$ cat config.mk
export PLATFORM = sky130hd
export DESIGN_NAME = byte_rom_boot
export DESIGN_NICKNAME = d
export VERILOG_FILES = /design/src/rtl/boot_pkg.sv /design/src/rtl/rom_byte_reader.sv /design/src/rtl/word_packer.sv /design/src/rtl/boot_done_tracker.sv /design/src/rtl/byte_rom_boot.sv
export SDC_FILE = /design/constraint.sdc
export NUM_CORES = 1
export LEC_CHECK = 0
export BUFFER_PORTS_ARGS = -buffer_cell sky130_fd_sc_hd__buf_2
export CAP_MARGIN = 20
export CORE_MARGIN = 2
export CORE_UTILIZATION = 60
export DETAILED_ROUTE_END_ITERATION = 6
export GPL_TIMING_DRIVEN = 1
export PLACE_DENSITY = 0.9
export REMOVE_ABC_BUFFERS = 1
export SLEW_MARGIN = 20
export SYNTH_ARGS = -nofsm -noshare
export SYNTH_HDL_FRONTEND = slang
export SYNTH_SLANG_ARGS = --single-unit
$ cat constraint.sdc
create_clock -name clk -period 5.1 [get_ports clk]
set_clock_uncertainty 0.05 [all_clocks]
set_input_delay 0.255 -clock clk [delete_from_list [all_inputs] [get_ports clk]]
set_output_delay 0.255 -clock clk [all_outputs]
set_load 0.02 [all_outputs]
$ cat src/rtl/boot_pkg.sv
// Shared types for the byte-wide boot loader.
package boot_pkg;

    // Phases of the external byte reader.
    typedef enum logic [1:0] {
        RD_LAUNCH = 2'd0,   // reset just released, memory still idle
        RD_SETUP  = 2'd1,   // select active, wait count not yet started
        RD_WAIT   = 2'd2,   // counting the wait window of one byte
        RD_HALT   = 2'd3    // image complete, memory released
    } rd_state_e;

endpackage

$ cat src/rtl/rom_byte_reader.sv
// Sequences byte reads from the external memory.
// Assumes: the memory returns valid data within WAIT_CYCLES cycles of a
// stable address with select and output enable active; the total image
// of TOTAL_BYTES bytes fits in ROM_AW address bits.
module rom_byte_reader
    import boot_pkg::*;
#(
    parameter int ROM_AW      = 24,
    parameter int WAIT_CYCLES = 16,
    parameter int TOTAL_BYTES = 32
) (
    input  logic              clk,
    input  logic              rst_n,
    output logic [ROM_AW-1:0] rom_addr_o,
    output logic              rom_cs_n_o,
    output logic              rom_oe_n_o,
    output logic              byte_vld_o
);

    localparam int CNT_W = $clog2(WAIT_CYCLES + 1);
    localparam logic [CNT_W-1:0]  CNT_LAST  = CNT_W'(WAIT_CYCLES);
    localparam logic [CNT_W-1:0]  CNT_FIRST = CNT_W'(1);
    localparam logic [ROM_AW-1:0] ADDR_LAST = ROM_AW'(TOTAL_BYTES - 1);

    rd_state_e          state_q;
    logic [CNT_W-1:0]   cnt_q;
    logic [ROM_AW-1:0]  addr_q;
    logic               sel_n_q;
    logic               sample;

    // Data is taken on the cycle the wait count reaches its limit.
    assign sample = (state_q == RD_WAIT) && (cnt_q == CNT_LAST);

    // Phase, wait count, byte address and select register.
    always_ff @(posedge clk) begin
        if (!rst_n) begin
            state_q <= RD_LAUNCH;
            cnt_q   <= '0;
            addr_q  <= '0;
            sel_n_q <= 1'b1;
        end else begin
            case (state_q)
                RD_LAUNCH: begin
                    state_q <= RD_SETUP;
                    sel_n_q <= 1'b0;
                end
                RD_SETUP: begin
                    state_q <= RD_WAIT;
                    cnt_q   <= CNT_FIRST;
                end
                RD_WAIT: begin
                    if (sample) begin
                        addr_q <= addr_q + 1'b1;
                        cnt_q  <= CNT_FIRST;
                        if (addr_q == ADDR_LAST) begin
                            state_q <= RD_HALT;
                            sel_n_q <= 1'b1;
                            cnt_q   <= '0;
                        end
                    end else begin
                        cnt_q <= cnt_q + 1'b1;
                    end
                end
                default: begin
                    state_q <= RD_HALT;
                end
            endcase
        end
    end

    assign rom_addr_o = addr_q;
    assign rom_cs_n_o = sel_n_q;
    assign rom_oe_n_o = sel_n_q;
    assign byte_vld_o = sample;

    // Address must not move while a byte is still inside its wait window.
    assert_addr_hold_R3: assert property (@(posedge clk) disable iff (!rst_n)
        (state_q == RD_WAIT && cnt_q != CNT_LAST) |=> $stable(addr_q));

    // Every sample advances the byte address by exactly one.
    assert_addr_step_R3: assert property (@(posedge clk) disable iff (!rst_n)
        sample |=> (addr_q == ROM_AW'($past(addr_q) + 1'b1)));

    // Select is active in every counting phase.
    assert_sel_active_R2: assert property (@(posedge clk) disable iff (!rst_n)
        (state_q == RD_SETUP || state_q == RD_WAIT) |-> !sel_n_q);

    // Once halted, the memory stays released.
    assert_halt_idle_R7: assert property (@(posedge clk) disable iff (!rst_n)
        (state_q == RD_HALT) |=> (sel_n_q && $stable(addr_q)));

endmodule

$ cat src/rtl/word_packer.sv
// Packs consecutive bytes little-endian into words and issues one write
// per full word to the internal memory port.
// Assumes: byte_vld_i is a single-cycle pulse with byte_i valid alongside.
module word_packer #(
    parameter int WORD_W    = 32,
    parameter int MEM_AW    = 16,
    parameter int BASE_ADDR = 0
) (
    input  logic              clk,
    input  logic              rst_n,
    input  logic              byte_vld_i,
    input  logic [7:0]        byte_i,
    output logic [MEM_AW-1:0] mem_addr_o,
    output logic [WORD_W-1:0] mem_wdata_o,
    output logic              mem_we_o
);

    localparam int LANES   = WORD_W / 8;
    localparam int IDX_W   = (LANES > 1) ? $clog2(LANES) : 1;
    localparam logic [IDX_W-1:0]  IDX_LAST = IDX_W'(LANES - 1);
    localparam logic [MEM_AW-1:0] ADDR_INIT = MEM_AW'(BASE_ADDR);

    logic [IDX_W-1:0]  idx_q;
    logic [7:0]        lane_q [LANES-1];
    logic [WORD_W-1:0] word_d;
    logic [MEM_AW-1:0] waddr_q;
    logic              full;

    assign full = byte_vld_i && (idx_q == IDX_LAST);

    // Lane position of the next incoming byte.
    always_ff @(posedge clk) begin
        if (!rst_n) begin
            idx_q <= '0;
        end else if (byte_vld_i) begin
            idx_q <= full ? '0 : idx_q + 1'b1;
        end
    end

    // One holding register per lane except the last, which goes straight out.
    for (genvar g = 0; g < LANES - 1; g++) begin : g_lane
        // Capture a byte when it belongs to this lane.
        always_ff @(posedge clk) begin
            if (!rst_n) begin
                lane_q[g] <= '0;
            end else if (byte_vld_i && idx_q == IDX_W'(g)) begin
                lane_q[g] <= byte_i;
            end
        end
        assign word_d[g*8 +: 8] = lane_q[g];
    end
    assign word_d[WORD_W-8 +: 8] = byte_i;

    // Write strobe, data and word address toward internal memory.
    always_ff @(posedge clk) begin
        if (!rst_n) begin
            mem_we_o    <= 1'b0;
            mem_wdata_o <= '0;
            mem_addr_o  <= ADDR_INIT;
            waddr_q     <= ADDR_INIT;
        end else begin
            mem_we_o <= full;
            if (full) begin
                mem_wdata_o <= word_d;
                mem_addr_o  <= waddr_q;
                waddr_q     <= waddr_q + 1'b1;
            end
        end
    end

    // A write strobe never lasts more than one cycle.
    assert_we_single_R5: assert property (@(posedge clk) disable iff (!rst_n)
        mem_we_o |=> !mem_we_o);

    // The address presented by a write is the one before the next slot.
    assert_waddr_next_R5: assert property (@(posedge clk) disable iff (!rst_n)
        mem_we_o |-> (waddr_q == MEM_AW'(mem_addr_o + 1'b1)));

endmodule

$ cat src/rtl/boot_done_tracker.sv
// Counts completed word writes and raises a sticky done flag after the
// last one. Assumes mem_we_i pulses once per word.
module boot_done_tracker #(
    parameter int BOOT_WORDS = 8
) (
    input  logic clk,
    input  logic rst_n,
    input  logic mem_we_i,
    input  logic rom_cs_n_i,
    output logic boot_done_o
);

    localparam int CW = $clog2(BOOT_WORDS + 1);
    localparam logic [CW-1:0] CNT_LAST = CW'(BOOT_WORDS - 1);
    localparam logic [CW-1:0] CNT_MAX  = CW'(BOOT_WORDS);

    logic [CW-1:0] wcnt_q;

    // Written-word count and done flag.
    always_ff @(posedge clk) begin
        if (!rst_n) begin
            wcnt_q      <= '0;
            boot_done_o <= 1'b0;
        end else if (mem_we_i) begin
            wcnt_q <= wcnt_q + 1'b1;
            if (wcnt_q == CNT_LAST) begin
                boot_done_o <= 1'b1;
            end
        end
    end

    // No write is issued beyond the image length.
    assert_no_extra_write_R6: assert property (@(posedge clk) disable iff (!rst_n)
        (wcnt_q == CNT_MAX) |-> !mem_we_i);

    // Done is sticky until reset.
    assert_done_sticky_R7: assert property (@(posedge clk) disable iff (!rst_n)
        boot_done_o |=> boot_done_o);

    // External memory is released whenever done is shown.
    assert_done_released_R7: assert property (@(posedge clk) disable iff (!rst_n)
        boot_done_o |-> rom_cs_n_i);

endmodule

$ cat src/rtl/byte_rom_boot.sv
// Top of the reset-triggered boot loader: reads a byte-wide external
// memory after reset, packs words and writes them to internal memory.
// Assumes: BOOT_WORDS*WORD_W/8 bytes fit in ROM_AW address bits and
// WORD_W is a multiple of 8.
module byte_rom_boot #(
    parameter int ROM_AW      = 24,
    parameter int WAIT_CYCLES = 16,
    parameter int WORD_W      = 32,
    parameter int MEM_AW      = 16,
    parameter int BOOT_WORDS  = 8,
    parameter int BASE_ADDR   = 'h100
) (
    input  logic              clk,
    input  logic              rst_n,
    output logic [ROM_AW-1:0] rom_addr_o,
    output logic              rom_cs_n_o,
    output logic              rom_oe_n_o,
    input  logic [7:0]        rom_data_i,
    output logic [MEM_AW-1:0] mem_addr_o,
    output logic [WORD_W-1:0] mem_wdata_o,
    output logic              mem_we_o,
    output logic              boot_done_o
);

    localparam int TOTAL_BYTES = BOOT_WORDS * (WORD_W / 8);

    logic byte_vld;

    rom_byte_reader #(
        .ROM_AW      (ROM_AW),
        .WAIT_CYCLES (WAIT_CYCLES),
        .TOTAL_BYTES (TOTAL_BYTES)
    ) u_reader (
        .clk        (clk),
        .rst_n      (rst_n),
        .rom_addr_o (rom_addr_o),
        .rom_cs_n_o (rom_cs_n_o),
        .rom_oe_n_o (rom_oe_n_o),
        .byte_vld_o (byte_vld)
    );

    word_packer #(
        .WORD_W    (WORD_W),
        .MEM_AW    (MEM_AW),
        .BASE_ADDR (BASE_ADDR)
    ) u_packer (
        .clk         (clk),
        .rst_n       (rst_n),
        .byte_vld_i  (byte_vld),
        .byte_i      (rom_data_i),
        .mem_addr_o  (mem_addr_o),
        .mem_wdata_o (mem_wdata_o),
        .mem_we_o    (mem_we_o)
    );

    boot_done_tracker #(
        .BOOT_WORDS (BOOT_WORDS)
    ) u_done (
        .clk         (clk),
        .rst_n       (rst_n),
        .mem_we_i    (mem_we_o),
        .rom_cs_n_i  (rom_cs_n_o),
        .boot_done_o (boot_done_o)
    );

    // Output enable follows chip select at all times.
    always_comb begin
        assert_oe_tracks_cs_R9: assert (rom_oe_n_o == rom_cs_n_o);
    end

    // Memory is idle in the cycle after a reset edge.
    assert_reset_idle_R1: assert property (@(posedge clk)
        !rst_n |=> (rom_cs_n_o && !mem_we_o && !boot_done_o));

endmodule

==> results of run 1 <==
==> layer usage <==
| metal | vias to the layer above | GRT usage [%] | wire, um |
|---|---|---|---|
| li1 | 2248 | - | - |
| met1 | 2237 | 33.4 | 5300 |
| met2 | 188 | 48.1 | 6680 |
| met3 | 26 | 6.59 | 869 |
| met4 | 0 | 11.5 | 248 |
| met5 | - | 0 | 0 |
==> timing repair <==
action,4_1_cts,5_1_grt
setup buffers,0,0
hold buffers,7,1
hold endpoints to repair,7,1
resized for setup,0,0
==> final cells by class <==
type                       instances  share of cell area [%]
timing repair buffer              98                    8.42
clock buffer                      17                    6.42
inverter                          17                   0.989
clock inverter                    15                    2.89
tap                              108                    2.09
multi-input combinational        414                    35.8
sequential                       128                    43.4
==> flip-flops by register name (all words and copies together) (netlist names) <==
| register | flops |
|---|---|
| u_done.boot_done_o | 1 |
| u_packer.idx_q | 2 |
| u_reader.rom_addr_o | 24 |
| u_reader.rom_cs_n_o | 1 |
| u_packer.lane_q | 24 |
| u_reader.state_q | 2 |
| u_packer.mem_wdata_o | 32 |
| u_reader.cnt_q | 5 |
| u_packer.mem_we_o | 1 |
| u_packer.waddr_q | 16 |
| u_packer.mem_addr_o | 16 |
| u_done.wcnt_q | 4 |
==> layout by cell type, fill, tap and decap left out, types with 3 or more instances in the layout <==
| cell | count |
|---|---|
| a21oi_1 | 77 |
| and2_1 | 27 |
| and3_1 | 5 |
| and4_1 | 5 |
| buf_2 | 85 |
| buf_4 | 5 |
| bufinv_16 | 3 |
| clkbuf_16 | 16 |
| clkinv_4 | 7 |
| dfxtp_1 | 104 |
| dlygate4sd3_1 | 8 |
| edfxtp_1 | 24 |
| ha_1 | 12 |
| inv_1 | 16 |
| mux2i_1 | 5 |
| nand2_1 | 127 |
| nand2b_1 | 5 |
| nand3_1 | 17 |
| nand4_1 | 18 |
| nor2_1 | 18 |
| nor2b_1 | 3 |
| nor4_1 | 8 |
| o21ai_0 | 15 |
| o31ai_1 | 13 |
| or3_1 | 12 |
| or4_1 | 14 |
| xnor2_1 | 7 |
| xor2_1 | 6 |
==> logic make-up (layout without fill, tap and decap cells) <==
| kind of cell | after synthesis | in the layout | synth area share [%] |
|---|---|---|---|
| DFF | 128 | 128 | 52.8 |
| AOI/OAI and AO/OA | 115 | 115 | 12.0 |
| adders and majority gates | 12 | 12 | 2.83 |
| buffers and inverters | 52 | 147 | 3.98 |
| and+or+nand+nor | 268 | 268 | 25.1 |
| xor gates and xnor gates | 13 | 13 | 2.14 |
| muxes | 6 | 6 | 1.15 |
==> path summary, 6_finish.rpt <==
path	slack (ns)	to	depth (start not counted)
worst max-delay path	2.41	u_packer.waddr_q[10]	6
worst max register to register	2.41	u_packer.waddr_q[10]	6
worst min register to register	0.40	u_packer.mem_addr_o[7]	2
worst min-delay path	0.07	u_packer.mem_addr_o[8]	2
==> worst reg2reg max path, cell delays in order, from the launching register on <==
cell	delay [ns]
dfxtp_1	0.33
inv_1	0.08
ha_1	0.53
inv_1	0.25
or4_1	0.72
or4_1	0.45
a21oi_1	0.19
==> power by group <==
part	switching [W]	total (W)	internal [W]
clock	0.000480	0.00123	0.000750
sequential	0.0000150	0.00106	0.00105
combinational	0.0000898	0.000137	0.0000470
total	0.000585	0.00243	0.00185
==> metrics by stage <==
step	cell area [um2]	utilization (%)	total power, W	cells
floorplan	5160	-	0.00117	559
global placement	5770	66.8	0.00121	757
detailed placement	5770	66.8	0.00121	757
CTS	6440	74.6	0.00243	796
global route	6450	74.7	0.00250	797
finish	6450	74.7	0.00243	797
==> metrics.cfg, run 1 <==
[timing]
fin_crit_sh_pct = 52.8
hold_violations = 0
timing.final.crit_period_ns = 2.69
fmax_mhz = 371
setup_tns_ns = 0
setup_ws_ns = 2.41
slew_headroom_pct = 35.1
rsz0062_at_grt = false
worst_slew_pin_slew_ns = 0.974
setup_violations = 0
drv_slew = 0
whs_ns = 0.0709

[clock_tree]
cts_tree = done
cts_root_buffer = clkbuf_8
path_clk_slew_ns = 0.06
cts-htree-levels = 4
worstSkewPairLatency_ns = 0.53
cts_inserted_buffers = 17
cts.sinks = 128
clk_path_buf_depth = 2

[floorplan]
initial_utilization_pct = 61.5
die-area_mm2 = 0.00962
die_width_um = 98.1
dieHeight_um = 98.1
io-pin-count = 86
rows = 34
core_area_mm2 = 0.00864

[place]
hpwl_um = 7430
place_ws_ns = 2.47
portBuffers = 85
routabilityCongestion = 0.884

[finish]
area_growth_syn_to_layout_pct = 21.5
drive_above_1_share_pct = 18.3
fill_cells = 576
antennaDiodeCount = 0
multi_input_area_mm2 = 0.00231
seq_area_mm2 = 0.00280
nets = 698

[route]
wl_per_cell_um = 16.4
drc_errors = 0
ant_nets = 0
vias_per_cell = 5.90
drt-total-wl_um = 13100
vias = 4699
drtIter0Drc = 405
dr.pass1.iters = 5

[worst_setup_path]
critPathRequiredTime_ns = 5.49
startpoint = u_reader.state_q[0]
crit_arrival_ns = 3.08
cp_top_family = simple AND/OR/NAND/NOR gates
critPathCaptureType = flip-flop
cp_max_fo = 18
cp_slowest_stage_delay_ns = 0.72
slowest_stage = or4_1
critPathBufInv = 2
crit_path_start_kind = flip-flop
regToRegStartpoint = u_reader.state_q[0]
crit_chain = inv_1, ha_1, inv_1, or4_1, or4_1, a21oi_1
criticalPathCategory = flip-flop to flip-flop

[grt]
grt_pass1_vias = 4399
grt_usage_pct = 27.8
grt_start_max_net_pins = 94
antenna_found_initial = 0
overflow = 0
grt_pass1_wl_um = 21300

[logic_synthesis]
yosys.area.top_type = dfxtp_1
synth-seq-area-share_pct = 52.8
synth_area_per_cell_um2 = 8.94
synth-main-ff-cell = dfxtp_1
synth_top_area_share_pct = 39.2
synth.distinct_cells = 42
synth.area.top_cells = dfxtp_1, edfxtp_1, nand2_1
post-synth-top-count-cell = nand2_1
syn_area_mm2 = 0.00531
ys_warn_count = 0
ys_ff_latch = 128
async_reset_ff_share_pct = 0
synth-edff-count = 24
synthCells = 594
synth_common_cells = nand2_1, dfxtp_1, a21oi_1, clkbuf_1, and2_1

[run_status]
status = finished clean

[min_path]
min_from = rst_n
hold_class = input pin to flip-flop

[power_and_ir_drop]
vdd_drop_max_mv = 0.242
p_leak_nw = 2.50
powerDensity_mw_per_mm2 = 377

[run]
max_cap_viol_count = 0

Power figures use the tool's default switching activity.
==> run 2, diff against run 1 <==
--- a/config.mk
+++ b/config.mk
@@ -5,13 +5,14 @@
 export SDC_FILE = /design/constraint.sdc
 export NUM_CORES = 1
 export LEC_CHECK = 0
+export ABC_AREA = 1
 export BUFFER_PORTS_ARGS = -buffer_cell sky130_fd_sc_hd__buf_2
 export CAP_MARGIN = 20
 export CORE_MARGIN = 2
-export CORE_UTILIZATION = 60
+export CORE_UTILIZATION = 51
 export DETAILED_ROUTE_END_ITERATION = 6
 export GPL_TIMING_DRIVEN = 1
-export PLACE_DENSITY = 0.9
+export PLACE_DENSITY = 0.82
 export REMOVE_ABC_BUFFERS = 1
 export SLEW_MARGIN = 20
 export SYNTH_ARGS = -nofsm -noshare
==> constraint.sdc (replaced) <==
create_clock -name clk -period 2.4 [get_ports clk]
set_clock_uncertainty 0.05 [all_clocks]
set_input_delay 0.12 -clock clk [delete_from_list [all_inputs] [get_ports clk]]
set_output_delay 0.12 -clock clk [all_outputs]
set_load 0.02 [all_outputs]
==> metrics.cfg, run 2 <==
[timing]
slew_headroom_pct = 69.0  ; was 35.1%
fin_crit_sh_pct = 91.6  ; was 52.8%
setup_violations = 0  ; unchanged
whs_ns = 0.400  ; was 0.0709 ns
drv_slew = 0  ; unchanged
hold_violations = 0  ; unchanged
timing.final.crit_period_ns = 2.20  ; was 2.69 ns
setup_tns_ns = 0  ; unchanged
rsz0062_at_grt = false  ; unchanged
worst_slew_pin_slew_ns = 0.465  ; was 0.974 ns
fmax_mhz = 455  ; was 371 MHz

[route]
dr.pass1.iters = 5  ; unchanged
wl_per_cell_um = 13.5  ; was 16.4 um
drc_errors = 0  ; unchanged
vias_per_cell = 5.17  ; was 5.90
drtIter0Drc = 203  ; was 405
vias = 4709  ; was 4699
drt-total-wl_um = 12300  ; was 13100 um
ant_nets = 0  ; unchanged

[worst_setup_path]
criticalPathCategory = flip-flop to flip-flop  ; unchanged
crit_arrival_ns = 2.60  ; was 3.08 ns
cp_max_fo = 28  ; was 18
critPathCaptureType = flip-flop  ; unchanged
crit_path_start_kind = flip-flop  ; unchanged
crit_chain = inv_1, ha_1, nand3_4, nor2_4, nand2_2, inv_2, a22o_1  ; was inv_1, ha_1, inv_1, or4_1, or4_1, a21oi_1
critPathRequiredTime_ns = 2.80  ; was 5.49 ns
slowest_stage = nor2_4  ; was or4_1
cp_slowest_stage_delay_ns = 0.37  ; was 0.72 ns

[grt]
grt_usage_pct = 22.4  ; was 27.8%
grt_pass1_wl_um = 20300  ; was 21300 um
grt_start_max_net_pins = 50  ; was 94
overflow = 0  ; unchanged
grt_pass1_vias = 4543  ; was 4399
antenna_found_initial = 0  ; unchanged

[logic_synthesis]
post-synth-top-count-cell = nand2_1  ; unchanged
synth-seq-area-share_pct = 52.0  ; was 52.8%
synth_area_per_cell_um2 = 8.12  ; was 8.94 um2
synth.area.top_cells = dfxtp_1, edfxtp_1, nand2_1  ; unchanged
synth-edff-count = 24  ; unchanged
ys_warn_count = 0  ; unchanged
synth_top_area_share_pct = 38.6  ; was 39.2%
synth-main-ff-cell = dfxtp_1  ; unchanged
synth.distinct_cells = 34  ; was 42
synthCells = 664  ; was 594
async_reset_ff_share_pct = 0  ; unchanged
synth_common_cells = nand2_1, dfxtp_1, nor2_1, inv_1, a21oi_1  ; was nand2_1, dfxtp_1, a21oi_1, clkbuf_1, and2_1
ys_ff_latch = 128  ; unchanged
syn_area_mm2 = 0.00539  ; was 0.00531 mm2
yosys.area.top_type = dfxtp_1  ; unchanged

[finish]
drive_above_1_share_pct = 18.2  ; was 18.3%
seq_area_mm2 = 0.00280  ; unchanged
layout_commonest_cell = nand2_1  ; unchanged
largest_reg_flops = 32  ; unchanged
nets = 784  ; was 698
antennaDiodeCount = 0  ; unchanged
fill_cells = 865  ; was 576
final_cell_mix = nand2_1, dfxtp_1, nor2_1  ; was nand2_1, dfxtp_1, buf_2
utilization_pct = 64.2  ; was 74.7%
multi_input_area_mm2 = 0.00218  ; was 0.00231 mm2
area_growth_syn_to_layout_pct = 22.4  ; was 21.5%
top_register = u_packer.mem_wdata_o  ; unchanged

[clock_tree]
clk_path_buf_depth = 2  ; unchanged
path_clk_slew_ns = 0.07  ; was 0.06 ns
cts_resized = 0  ; unchanged
cts_inserted_buffers = 17  ; unchanged
cts_root_buffer = clkbuf_8  ; unchanged
cts-htree-levels = 4  ; unchanged
worstSkewPairLatency_ns = 0.52  ; was 0.53 ns
cts_tree = done  ; unchanged
cts.sinks = 128  ; unchanged

[place]
routabilityCongestion = 0.920  ; was 0.884
hpwl_um = 8560  ; was 7430 um
portBuffers = 85  ; unchanged

[floorplan]
dieHeight_um = 107  ; was 98.1 um
rows = 37  ; was 34
initial_utilization_pct = 52.5  ; was 61.5%
die-area_mm2 = 0.0114  ; was 0.00962 mm2
die_width_um = 107  ; was 98.1 um
core_area_mm2 = 0.0103  ; was 0.00864 mm2
io-pin-count = 86  ; unchanged

[power_and_ir_drop]
p_leak_nw = 2.87  ; was 2.50 nW
vdd_drop_max_mv = 0.393  ; was 0.242 mV
power_w = 0.00496  ; was 0.00243 W
powerDensity_mw_per_mm2 = 751  ; was 377 mW/mm2

[run]
max_cap_viol_count = 0  ; unchanged

[run_status]
status = finished clean  ; unchanged

[min_path]
hold_class = flip-flop to flip-flop  ; was input pin to flip-flop

[run 2: what timing repair did]
action                    4_1_cts  5_1_grt
hold endpoints to repair       33        0
hold buffers                    9        0
setup buffers                   0        0
[run 2: final cells by class]
class,count,share of cell area [%]
tap,136,2.58
timing repair buffer,99,8.57
clock buffer,18,6.65
clock inverter,14,2.18
inverter,79,4.53
multi-input combinational,437,33.0
sequential,128,42.5
[run 2: worst max-delay path: cells and delay by family (launching register included)]
family,cells,cell delay [ns]
and+or+nand+nor,3,0.72
buffers and inverters,2,0.47
adders and majority gates,1,0.35
DFF,1,0.31
AOI/OAI and AO/OA,1,0.21
[run 2: metrics by stage]
step	instances	setup slack [ns]	cell area, um2
floorplan	644	0.370	5280
global placement	870	0.378	5930
detailed placement	870	0.231	5930
CTS	911	0.183	6600
global route	911	0.0173	6600
finish	911	0.202	6600
[run 2: report_power, final]
group          total [W]  internal, W  switching (W)  leakage (nW)
sequential       0.00224      0.00222      0.0000213          1.08
clock            0.00250      0.00147        0.00103         0.286
combinational   0.000215    0.0000727       0.000143          1.50
[run 2: cells by family (layout without fill, tap and decap cells)]
group | Yosys count | in the layout | share of synthesized area, %
adders and majority gates | 12 | 12 | 2.78
and+or+nand+nor | 317 | 317 | 25.3
AOI/OAI and AO/OA | 100 | 100 | 11.0
xor gates and xnor gates | 8 | 8 | 1.30
buffers and inverters | 99 | 210 | 7.59
DFF | 128 | 128 | 52.0
[run 2: final timing paths]
kind / slack (ns) / from / cells after the start / end
worst min-delay path: 0.40 / u_packer.mem_addr_o[14] / 2 / u_packer.mem_addr_o[14]
worst max-delay path: 0.20 / u_reader.state_q[0] / 7 / u_packer.mem_wdata_o[18]
worst min register to register: 0.40 / u_packer.mem_addr_o[14] / 2 / u_packer.mem_addr_o[14]
worst max register to register: 0.20 / u_reader.state_q[0] / 7 / u_packer.mem_wdata_o[18]
[run 2: layer usage]
metal / up-vias / wire, um / GRT usage (%)
met5: - / 0 / 0
met4: 0 / 203 / 9.65
met3: 18 / 660 / 6.14
met2: 126 / 6070 / 37.6
met1: 2210 / 5390 / 26.8
li1: 2355 / - / -
==> run 3, diff against run 2 <==
--- a/config.mk
+++ b/config.mk
@@ -12,7 +12,7 @@
 export CORE_UTILIZATION = 51
 export DETAILED_ROUTE_END_ITERATION = 6
 export GPL_TIMING_DRIVEN = 1
-export PLACE_DENSITY = 0.82
+export PLACE_DENSITY = 0.78
 export REMOVE_ABC_BUFFERS = 1
 export SLEW_MARGIN = 20
 export SYNTH_ARGS = -nofsm -noshare
==> metrics.cfg, run 3 (synthesis gave the netlist of run 2 again) <==
[route]
drc_errors = 0  ; unchanged
vias_per_cell = 5.05  ; was 5.17
ant_nets = 0  ; unchanged
wl_per_cell_um = 13.2  ; was 13.5 um
drtIter0Drc = 259  ; was 203
drt-total-wl_um = 12000  ; was 12300 um
vias = 4603  ; was 4709
dr.pass1.iters = 4  ; was 5

[timing]
timing.final.crit_period_ns = 2.09  ; was 2.20 ns
setup_ws_ns = 0.310  ; was 0.202 ns
worst_slew_pin_slew_ns = 0.463  ; was 0.465 ns
fmax_mhz = 478  ; was 455 MHz
hold_violations = 0  ; unchanged
setup_tns_ns = 0  ; unchanged
rsz0062_at_grt = false  ; unchanged
fin_crit_sh_pct = 87.1  ; was 91.6%
drv_slew = 0  ; unchanged
setup_violations = 0  ; unchanged
slew_headroom_pct = 69.1  ; was 69.0%

[floorplan]
io-pin-count = 86  ; unchanged
core_area_mm2 = 0.0103  ; unchanged
rows = 37  ; unchanged
initial_utilization_pct = 52.5  ; unchanged
die_width_um = 107  ; unchanged
die-area_mm2 = 0.0114  ; unchanged
dieHeight_um = 107  ; unchanged

[worst_setup_path]
cp_max_fo = 28  ; unchanged
regToRegStartpoint = u_reader.state_q[0]  ; unchanged
criticalPathCategory = flip-flop to flip-flop  ; unchanged
reg2regPathDepth = 7  ; unchanged
reg2reg_slack_ns = 0.31  ; was 0.20 ns
critPathRequiredTime_ns = 2.82  ; was 2.80 ns
cp_top_family = simple AND/OR/NAND/NOR gates  ; unchanged
crit_arrival_ns = 2.51  ; was 2.60 ns
cp_slowest_stage_delay_ns = 0.36  ; was 0.37 ns
critPathBufInv = 2  ; unchanged
crit_chain = inv_1, ha_1, nand3_4, nor2_4, nand2_2, inv_2, a22o_1  ; unchanged
slowest_stage = inv_2  ; was nor2_4
r2r_end = u_packer.mem_wdata_o[3]  ; was u_packer.mem_wdata_o[18]
crit_path_start_kind = flip-flop  ; unchanged
critPathCaptureType = flip-flop  ; unchanged

[clock_tree]
cts_tree = done  ; unchanged
cts-htree-levels = 4  ; unchanged
clk_path_buf_depth = 2  ; unchanged
cts_inserted_buffers = 17  ; unchanged
cts_root_buffer = clkbuf_8  ; unchanged
cts_setup_buffers = 0  ; unchanged
cts.sinks = 128  ; unchanged
path_clk_slew_ns = 0.07  ; about the same
worstSkewPairLatency_ns = 0.52  ; about the same

[grt]
met2_usage_pct = 35.8  ; was 37.6%
met1_usage_pct = 27.7  ; was 26.8%
met3_usage_pct = 5.47  ; was 6.14%
grt_pass1_wl_um = 19900  ; was 20300 um
grt_usage_pct = 21.8  ; was 22.4%
antenna_found_initial = 0  ; unchanged
overflow = 0  ; unchanged
busiest_layer = met2  ; unchanged
grt_pass1_vias = 4348  ; was 4543
grt_start_max_net_pins = 40  ; was 50

[power_and_ir_drop]
p_leak_nw = 2.85  ; was 2.87 nW
power.internal_w = 0.00361  ; was 0.00377 W
vdd_drop_max_mv = 0.555  ; was 0.393 mV
clockPowerShare_pct = 49.0  ; was 50.4%
pwr-share-seq_pct = 46.6  ; was 45.2%
power.share.switching_pct = 25.1  ; was 24.1%
combPwrFrac_pct = 4.4  ; was 4.3%
power_w = 0.00482  ; was 0.00496 W
p_sw_w = 0.00121  ; was 0.00120 W
powerDensity_mw_per_mm2 = 733  ; was 751 mW/mm2

[finish]
stdcell_area_mm2 = 0.00658  ; was 0.00660 mm2
fill_cells = 855  ; was 865
final_cell_mix = nand2_1, dfxtp_1, nor2_1  ; unchanged
nets = 785  ; was 784
largest_reg_flops = 32  ; unchanged
top_register = u_packer.mem_wdata_o  ; unchanged
drive_above_1_share_pct = 18.3  ; was 18.2%
layout_commonest_cell = nand2_1  ; unchanged
antennaDiodeCount = 0  ; unchanged
utilization_pct = 64.0  ; was 64.2%
area_growth_syn_to_layout_pct = 22.0  ; was 22.4%

[place]
hpwl_um = 8420  ; was 8560 um
portBuffers = 85  ; unchanged
routabilityCongestion = 0.897  ; was 0.920
place_ws_ns = 0.330  ; was 0.231 ns
post_dp_cell_area_mm2 = 0.00594  ; was 0.00593 mm2

[min_path]
holdPathEnd = u_packer.mem_addr_o[14]  ; unchanged
holdPathStages = 2  ; unchanged
hold_class = flip-flop to flip-flop  ; unchanged
min_from = u_packer.mem_addr_o[14]  ; unchanged

[run_status]
status = finished clean  ; unchanged

[run]
max_cap_viol_count = 0  ; unchanged

## run 3: metal layers
layer / share of wire [%] / vias up
li1: - / 2350
met1: 45 / 2100
met2: 48 / 133
met3: 5.6 / 20
met4: 1.8 / 0
met5: 0 / -
## run 3: timing repair
action | CTS | global route
hold buffers | 9 | 0
endpoints found under the hold margin | 34 | 0
setup endpoints to repair | 0 | 0
resized for setup | 0 | 0
## run 3: metrics by stage
stage | std cells | hold WS, ns
global placement | 871 | 0.382
detailed placement | 871 | 0.395
CTS | 912 | 0.406
global route | 912 | 0.419
finish | 912 | 0.404
floorplan | 644 | 0.139
## run 3: how the worst max path moves through the flow
stage / startpoint / endpoint / slack [ns] / cells past startpoint
after CTS: u_reader.state_q[0] / u_packer.waddr_q[14] / 0.32 / 10
after detailed placement: u_reader.state_q[0] / u_packer.mem_wdata_o[3] / 0.33 / 7
after floorplan: u_reader.state_q[0] / u_packer.mem_wdata_o[0] / 0.37 / 7
after global placement: u_reader.state_q[0] / u_packer.waddr_q[14] / 0.45 / 10
final: u_reader.state_q[0] / u_packer.mem_wdata_o[3] / 0.31 / 7
after global routing: u_reader.state_q[0] / u_packer.waddr_q[1] / 0.10 / 8
## run 3: worst min-delay path: cells and delay by family (launching register included)
kind | cells | cell delay (ns)
DFF | 1 | 0.32
AOI/OAI and AO/OA | 1 | 0.05
and+or+nand+nor | 1 | 0.05
## run 3: power by group through the flow
stage / logic (W) / registers, W / clock network, W
global route: 0.000243 / 0.00225 / 0.00249
CTS: 0.000215 / 0.00224 / 0.00240
detailed placement: 0.000202 / 0.00229 / 0
finish: 0.000214 / 0.00224 / 0.00236
global placement: 0.000190 / 0.00229 / 0
floorplan: 0.000122 / 0.00230 / 0
## run 3: final cells by class
cell class | instances | area (um2) | area share, %
inverter | 79 | 299 | 4.55
tap | 136 | 170 | 2.59
multi-input combinational | 437 | 2180 | 33.2
clock buffer | 17 | 414 | 6.30
clock inverter | 15 | 138 | 2.09
sequential | 128 | 2800 | 42.6
timing repair buffer | 100 | 573 | 8.71
